[src/rtl/dma_cmd_channel.sv]
module dma_cmd_channel #(
  parameter int AW = 32,
  parameter int DW = 32,
  parameter int LW = 13
) (
  input  logic          clk,
  input  logic          rst_n,
  input  logic          desc_valid,
  output logic          desc_ready,
  input  logic [31:0]   desc_cmd,
  input  logic [AW-1:0] desc_src,
  input  logic [AW-1:0] desc_trg,
  input  logic          dreq,
  output logic          bus_req,
  output logic          bus_we,
  output logic [AW-1:0] bus_addr,
  output logic [DW-1:0] bus_wdata,
  input  logic [DW-1:0] bus_rdata,
  input  logic          bus_ack,
  output logic          busy,
  input  logic [2:0]    clr,
  output logic          st_start,
  output logic          st_end,
  output logic          st_err,
  output logic          irq
);
  localparam int BEAT = DW / 8;
  localparam logic [LW-1:0] BEAT_L = LW'(BEAT);
  localparam logic [AW-1:0] BEAT_A = AW'(BEAT);

  typedef enum logic [1:0] {S_IDLE, S_WAIT, S_RD, S_WR} state_t;

  state_t        st;
  logic          inc_s, inc_t, paced, end_en;
  logic [AW-1:0] src, trg;
  logic [LW-1:0] len;
  logic [DW-1:0] hold;

  wire acc      = desc_valid & desc_ready;
  wire bad      = desc_cmd[29] & desc_cmd[28];
  wire good_acc = acc & ~bad;
  wire zero_ld  = desc_cmd[LW-1:0] == '0;
  wire wr_done  = (st == S_WR) & bus_ack;
  wire last     = wr_done & (len <= BEAT_L);

  wire set_start = good_acc & desc_cmd[22];
  wire set_end   = (good_acc & zero_ld & desc_cmd[21]) | (last & end_en);
  wire set_err   = acc & bad;

  assign desc_ready = st == S_IDLE;
  assign busy       = st != S_IDLE;
  assign bus_req    = (st == S_RD) | (st == S_WR);
  assign bus_we     = st == S_WR;
  assign bus_addr   = (st == S_WR) ? trg : src;
  assign bus_wdata  = hold;
  assign irq        = st_start | st_end | st_err;

  always_ff @(posedge clk) begin
    if (!rst_n) begin
      st <= S_IDLE;
      inc_s <= 1'b0; inc_t <= 1'b0; paced <= 1'b0; end_en <= 1'b0;
      src <= '0; trg <= '0; len <= '0; hold <= '0;
      st_start <= 1'b0; st_end <= 1'b0; st_err <= 1'b0;
    end else begin
      st_start <= (st_start & ~clr[0]) | set_start;
      st_end   <= (st_end   & ~clr[1]) | set_end;
      st_err   <= (st_err   & ~clr[2]) | set_err;
      unique case (st)
        S_IDLE: if (good_acc) begin
          inc_s  <= desc_cmd[31];
          inc_t  <= desc_cmd[30];
          paced  <= desc_cmd[29] | desc_cmd[28];
          end_en <= desc_cmd[21];
          src    <= desc_src;
          trg    <= desc_trg;
          len    <= desc_cmd[LW-1:0];
          st     <= zero_ld ? S_IDLE : S_WAIT;
        end
        S_WAIT: if (!paced || dreq) st <= S_RD;
        S_RD: if (bus_ack) begin
          hold <= bus_rdata;
          st   <= S_WR;
        end
        S_WR: if (bus_ack) begin
          if (inc_s) src <= src + BEAT_A;
          if (inc_t) trg <= trg + BEAT_A;
          len <= last ? '0 : len - BEAT_L;
          st  <= last ? S_IDLE : S_WAIT;
        end
        default: st <= S_IDLE;
      endcase
    end
  end
endmodule


[config.mk]
export PLATFORM = sky130hd
export DESIGN_NAME = dma_cmd_channel
export DESIGN_NICKNAME = d
export VERILOG_FILES = /design/src/rtl/dma_cmd_channel.sv
export SDC_FILE = /design/constraint.sdc
export NUM_CORES = 1
export LEC_CHECK = 0
export BUFFER_PORTS_ARGS = -buffer_cell sky130_fd_sc_hd__buf_2
export CAP_MARGIN = 20
export CORE_MARGIN = 10
export CORE_UTILIZATION = 35
export CTS_CLUSTER_DIAMETER = 60
export DETAILED_ROUTE_END_ITERATION = 10
export PLACE_DENSITY = 0.63
export SLEW_MARGIN = 0
export SYNTH_ARGS = -nofsm -noshare
export SYNTH_HDL_FRONTEND = slang
export SYNTH_SLANG_ARGS = --single-unit
[constraint.sdc]
create_clock -name clk -period 5.38 [get_ports clk]
set_clock_uncertainty 0.2 [all_clocks]
set_input_delay 0 -clock clk [delete_from_list [all_inputs] [get_ports clk]]
set_output_delay 0 -clock clk [all_outputs]
set_load 0.05 [all_outputs]
[After elaboration in Yosys (flattened, before gate mapping)]
Cells that the tools add are included.
Word-level totals
  flip-flop bits (word level): 118
  bits in latches: 0
  RAM bits: 0
  memory bits (read-only): 0
  input port bits: 136
  output and inout port bits: 72
  word-level logic and storage cells: 82
  memories: 0
Operators by class
  $add $sub $neg: 3
  multiply operators: 0
  divide/modulo/power cells: 0
  magnitude comparators: 1
  eq/ne operators: 9
  shift-type cells: 0
  multiplexer cells: 20
  bitwise gates (word level): 25
  reductions and logical operators: 12
Operators by type and width (count)
  32-bit 2-to-1 mux: 7
  32-bit case mux with 2 select lines: 2
  32-bit by 3-bit adder with 32-bit output, second input constant: 2
  13-bit 2-to-1 mux: 3
  13-bit case mux with 2 select lines: 1
  1-bit AND: 13
  13-bit by 3-bit <= comparator with 1-bit output, second input constant: 1
  13-bit logical NOT: 1
  13-bit by 3-bit subtractor with 13-bit output, second input constant: 1
  4-bit AND reduction: 3
  2-bit 2-to-1 mux: 4
  2-bit by 1-bit != test with 1-bit output, second input constant: 4
  1-bit OR: 8
  2-bit case mux with 4 select lines: 1
  2-bit == test, second input constant: 2
  2-bit != test, second input constant: 2
  1-bit NOT: 4
  2-bit AND reduction: 2
  2-bit nonzero test: 2
  3-bit AND reduction: 1
  2-bit by 1-bit == test with 1-bit output, second input constant: 1
  2-bit logical NOT: 1
  1-bit 2-to-1 mux: 2
  1-bit logical NOT: 1
  1-bit logical OR: 1

[Depth between registers and ports, before layout]
  depth in word-level cells: 7
  depth in mapped cells: 9
  mapped depth without buffers: 7

[Worst setup path before layout]
No wires, ideal clock.
  kind: register to output
  from: register st[0]
  to: output port bus_addr[11]
  arrival: 2.601 ns
  required time: 5.180 ns
  path slack: 2.579 ns
  cell stages (with the launch flop): 7
  cells stage by stage: dfxtp_1 ha_1 buf_2 buf_2 clkbuf_1 clkbuf_1 o21ai_0
On the way
  word-level cells in the longest chain between the ends: 2
RTL lines
  start, declared: RTL line 33  | state_t st;
  start signal, assigned: RTL line 77  | st <= zero_ld ? S_IDLE : S_WAIT;
  start signal, assigned: RTL line 88  | st <= last ? S_IDLE : S_WAIT;
  2-bit == test
  net bus_we: RTL line 15  | output logic bus_we,
  32-bit 2-to-1 mux: RTL line 54  | assign bus_addr = (st == S_WR) ? trg : src;
  end, declared: RTL line 16  | output logic [AW-1:0] bus_addr,
The timed path passes the listed nets, and every way through them passes these cells.

[Worst setup path after layout]
  from: register st[1]
  to: register trg[16]
On the way
  word-level cells in the longest chain between the ends: 5
  elaborated cells between the ends (all ways): 10
RTL lines
  2-bit logical NOT: RTL line 50, 68
  1-bit AND: RTL line 39  | wire acc = desc_valid & desc_ready;
  1-bit AND: RTL line 41  | wire good_acc = acc & ~bad;
  2-bit by 1-bit != test with 1-bit output (no source line)
  4-bit AND reduction (no source line)
  end signal, assigned: RTL line 75  | trg <= desc_trg;
  end signal, assigned: RTL line 86  | if (inc_t) trg <= trg + BEAT_A;
  end, declared: RTL line 35  | logic [AW-1:0] src, trg;
Parallel ways exist; a longest one is shown, timed or not.
A chain may end at the register's enable or synchronous reset.

==> impl_metrics.csv <==
group,metric,value,unit
final_layout,instances_no_fill,1466,
worst_setup_path,worstPathArrival,3.70,ns
final_layout,fillers,1797,
worst_setup_path,worst_setup_path_start_kind,"register",
grt,overflow,0,
floorplanning,start_util,35.3,%
floorplanning,die_h,160,µm
sta,rsz0062_at_grt,"false",
floorplanning,dieArea,25500,µm²
synthesis,synth-main-ff-cell,"dfxtp_1",
final_layout,area_delta_synth_final,46.3,%
synthesis,synthesis.area,6830,µm²
final_layout,drive_gt1_share,24.8,%
power_and_ir_drop,seqPwrFrac,28.2,%
grt,grt_start_max_net_pins,88,
placement,port-buffer-count,194,
clocking,clk_latency,0.43,ns
floorplanning,fp-row-count,51,
synthesis,synthArstFlopShare,0,%
sta,hold_viol_final,1,
routing,avgRoutedWirePerCell,18.2,µm
run_status,run_status,"finished with violations",
synthesis,synth_cell_types,72,
grt,grt_pass1_wl,43.2,mm
routing,ant_nets,0,
final_layout,nNetsFinal,1331,
sta,tightest_slew,1.06,ns
sta,max_freq,279,MHz
power_and_ir_drop,p_leak,4.07,nW
routing,drc_errors,0,
routing,vias,7985,
flow_run,cap_violations,0,
min_path,min_path_type,"in2reg",
routing,viasPerCell,5.45,
routing,dr.pass1.iters,7,
synthesis,yosysTopAreaCell,"dfxtp_1",
floorplanning,core_area,19300,µm²
synthesis,synth_commonest_cells,"nand2_1 (137), dfxtp_1 (118), a21oi_1 (98)",
grt,grt_pass1_vias,8044,
routing,routed_wl,26.7,mm
sta,setup-violations-final,0,
sta,relSlewSlack,28.9,%
worst_setup_path,crit_required,5.49,ns
floorplanning,io_pins,208,
sta,final.min_clock_period,3.59,ns
floorplanning,die_x,160,µm
synthesis,avgSynthCellArea,7.70,µm²
power_and_ir_drop,ir_drop,269,µV
clocking,cts-root-buf,"clkbuf_16",
placement,place.gp.congestion,0.860,
synthesis,synth.most_common_cell,"nand2_1",
power_and_ir_drop,clockPowerShare,24.4,%
worst_setup_path,end_kind,"register",
final_layout,multi_input_area,4170,µm²
clocking,htreeDepth,4,
clocking,cts.path.max_buffers,2,
synthesis,yosysSeqAreaShare,34.6,%
clocking,clock-sinks,118,
clocking,clkTransAtPathRegs,0.06,ns
synthesis,synth_warnings,0,
clocking,numCtsBuffers,17,
sta,drv_slew,0,
sta,setup_tns,0,ns
synthesis,synth_cells,887,
clocking,cts_tree,"done",
grt,grt_usage,20.5,%
power_and_ir_drop,switching_share,46.5,%
power_and_ir_drop,p_int,2.71,mW
synthesis,synth_fp_nets,1032,
synthesis,yosysTopAreaCellShare,34.6,%
power_and_ir_drop,p_per_area,507,nW/µm²
synthesis,ys_top_cells_by_area,"dfxtp_1 (35%), nand2_1 (7.5%), a21oi_1 (7.2%), mux2_2 (4.5%), o21ai_0 (3.5%)",
run_status,violations,"hold timing",
sta,fin_hold_ws,-0.0164,ns
power_and_ir_drop,combPwrFrac,47.4,%
clocking,cts_resized,0,
routing,drt_iter0_markers,752,
placement,place_inst,1297,
synthesis,synth_edf_count,0,
grt,antenna_found_initial,2,
synthesis,ys_seq_elements,118,
power_and_ir_drop,p_sw,2.36,mW
placement,dp_hpwl,17.8,mm
sta,period_share,66.6,%
worst_setup_path,path_class,"reg2reg",
worst_setup_path,crit_fanout,13,
final_layout,regArea,2360,µm²
-- critical path, stage by stage (launching register included) --
cell and delay (ns):
dfxtp_1 0.36, inv_1 0.12, ha_1 0.48, inv_1 0.24, o211ai_1 0.83, nor3_1 0.21
nor4b_1 0.21, o31a_1 0.27, dlygate4sd3_1 0.55
-- path summary, 6_finish.rpt --
| kind | start | to | slack (ns) | cells after the start |
|---|---|---|---|---|
| worst max-delay path | st[1] | trg[16] | 1.79 | 8 |
| worst min-delay path | desc_valid | paced | -0.02 | 5 |
| worst max register to register | st[1] | trg[16] | 1.79 | 8 |
| worst min register to register | trg[0] | trg[0] | 0.25 | 2 |
-- repair_timing --
item / in CTS / in global routing
endpoints found under the hold margin: 118 / 0
setup buffers: 0 / 0
hold buffers: 132 / 0
-- flip-flops by register name, indices dropped and copies added, names as in the netlist --
name / cells
end_en: 1
st_err: 1
st: 2
bus_wdata: 32
st_start: 1
paced: 1
len: 13
st_end: 1
inc_s: 1
src: 32
inc_t: 1
trg: 32
-- cells by family after synthesis --
family / Yosys count / synth area share (%)
AO/OA/AOI/OAI: 277 / 25.8
multiplexers: 38 / 6.07
flip-flops: 118 / 34.6
buffers and inverters: 82 / 4.75
AND/OR/NAND/NOR: 363 / 27.1
adder cells (fa/ha/maj): 9 / 1.65
-- power by group through the flow --
stage                     logic (mW)  clock network (mW)  registers [mW]
after floorplan                 1.61                   0            1.43
after global placement          2.24                   0            1.42
after detailed placement        2.27                   0            1.43
after CTS                       2.38                1.25            1.41
after global routing            2.62                1.29            1.46
final                           2.40                1.23            1.43
-- metrics by stage --
stage	hold slack, ns	util [%]	setup slack [ns]	total power, mW	instance area, µm²
after floorplan	-0.0640	-	2.58	3.04	6830
after detailed placement	0.0377	41.3	2.36	3.70	7990
after CTS	0.00471	51.4	1.87	5.04	9940
after global routing	0.0317	51.7	1.59	5.37	9990
after global placement	0.0267	41.3	2.35	3.67	7990
final	-0.0164	51.7	1.79	5.06	9990
-- cell type report --
| type | count | area share, % |
|---|---|---|
| multi-input cells | 687 | 41.7 |
| repair buffers | 339 | 24.1 |
| flip-flops and latches | 118 | 23.7 |
| clock buffers | 17 | 4.26 |
| well taps | 265 | 3.32 |
| clock inverters | 15 | 2.04 |
| inverters | 23 | 0.864 |
| diodes | 2 | 0.0501 |
-- per-layer routing --
layer  vias up  global-route usage, %  wire length [µm]
met3        45                   7.38              2410
li1       3893                      -                 -
met5         -                      0                 0
met1      3725                   25.0             11500
met4         0                   5.86               494
met2       322                   33.3             12300
-- cells in the final DEF, fill, tap and decap left out, types with 12 or more instances in the layout --
cell / n
o21ai_0: 48
nand2_1: 137
clkbuf_16: 17
inv_1: 21
mux2_2: 27
a31oi_1: 24
a21oi_1: 98
buf_2: 195
nor2_1: 51
nor3_1: 15
nor2b_1: 13
dfxtp_1: 118
dlygate4sd3_1: 132
or3_1: 12
nand3_1: 39
nand4_1: 23
Note: power is estimated with default switching activity, not from simulation.
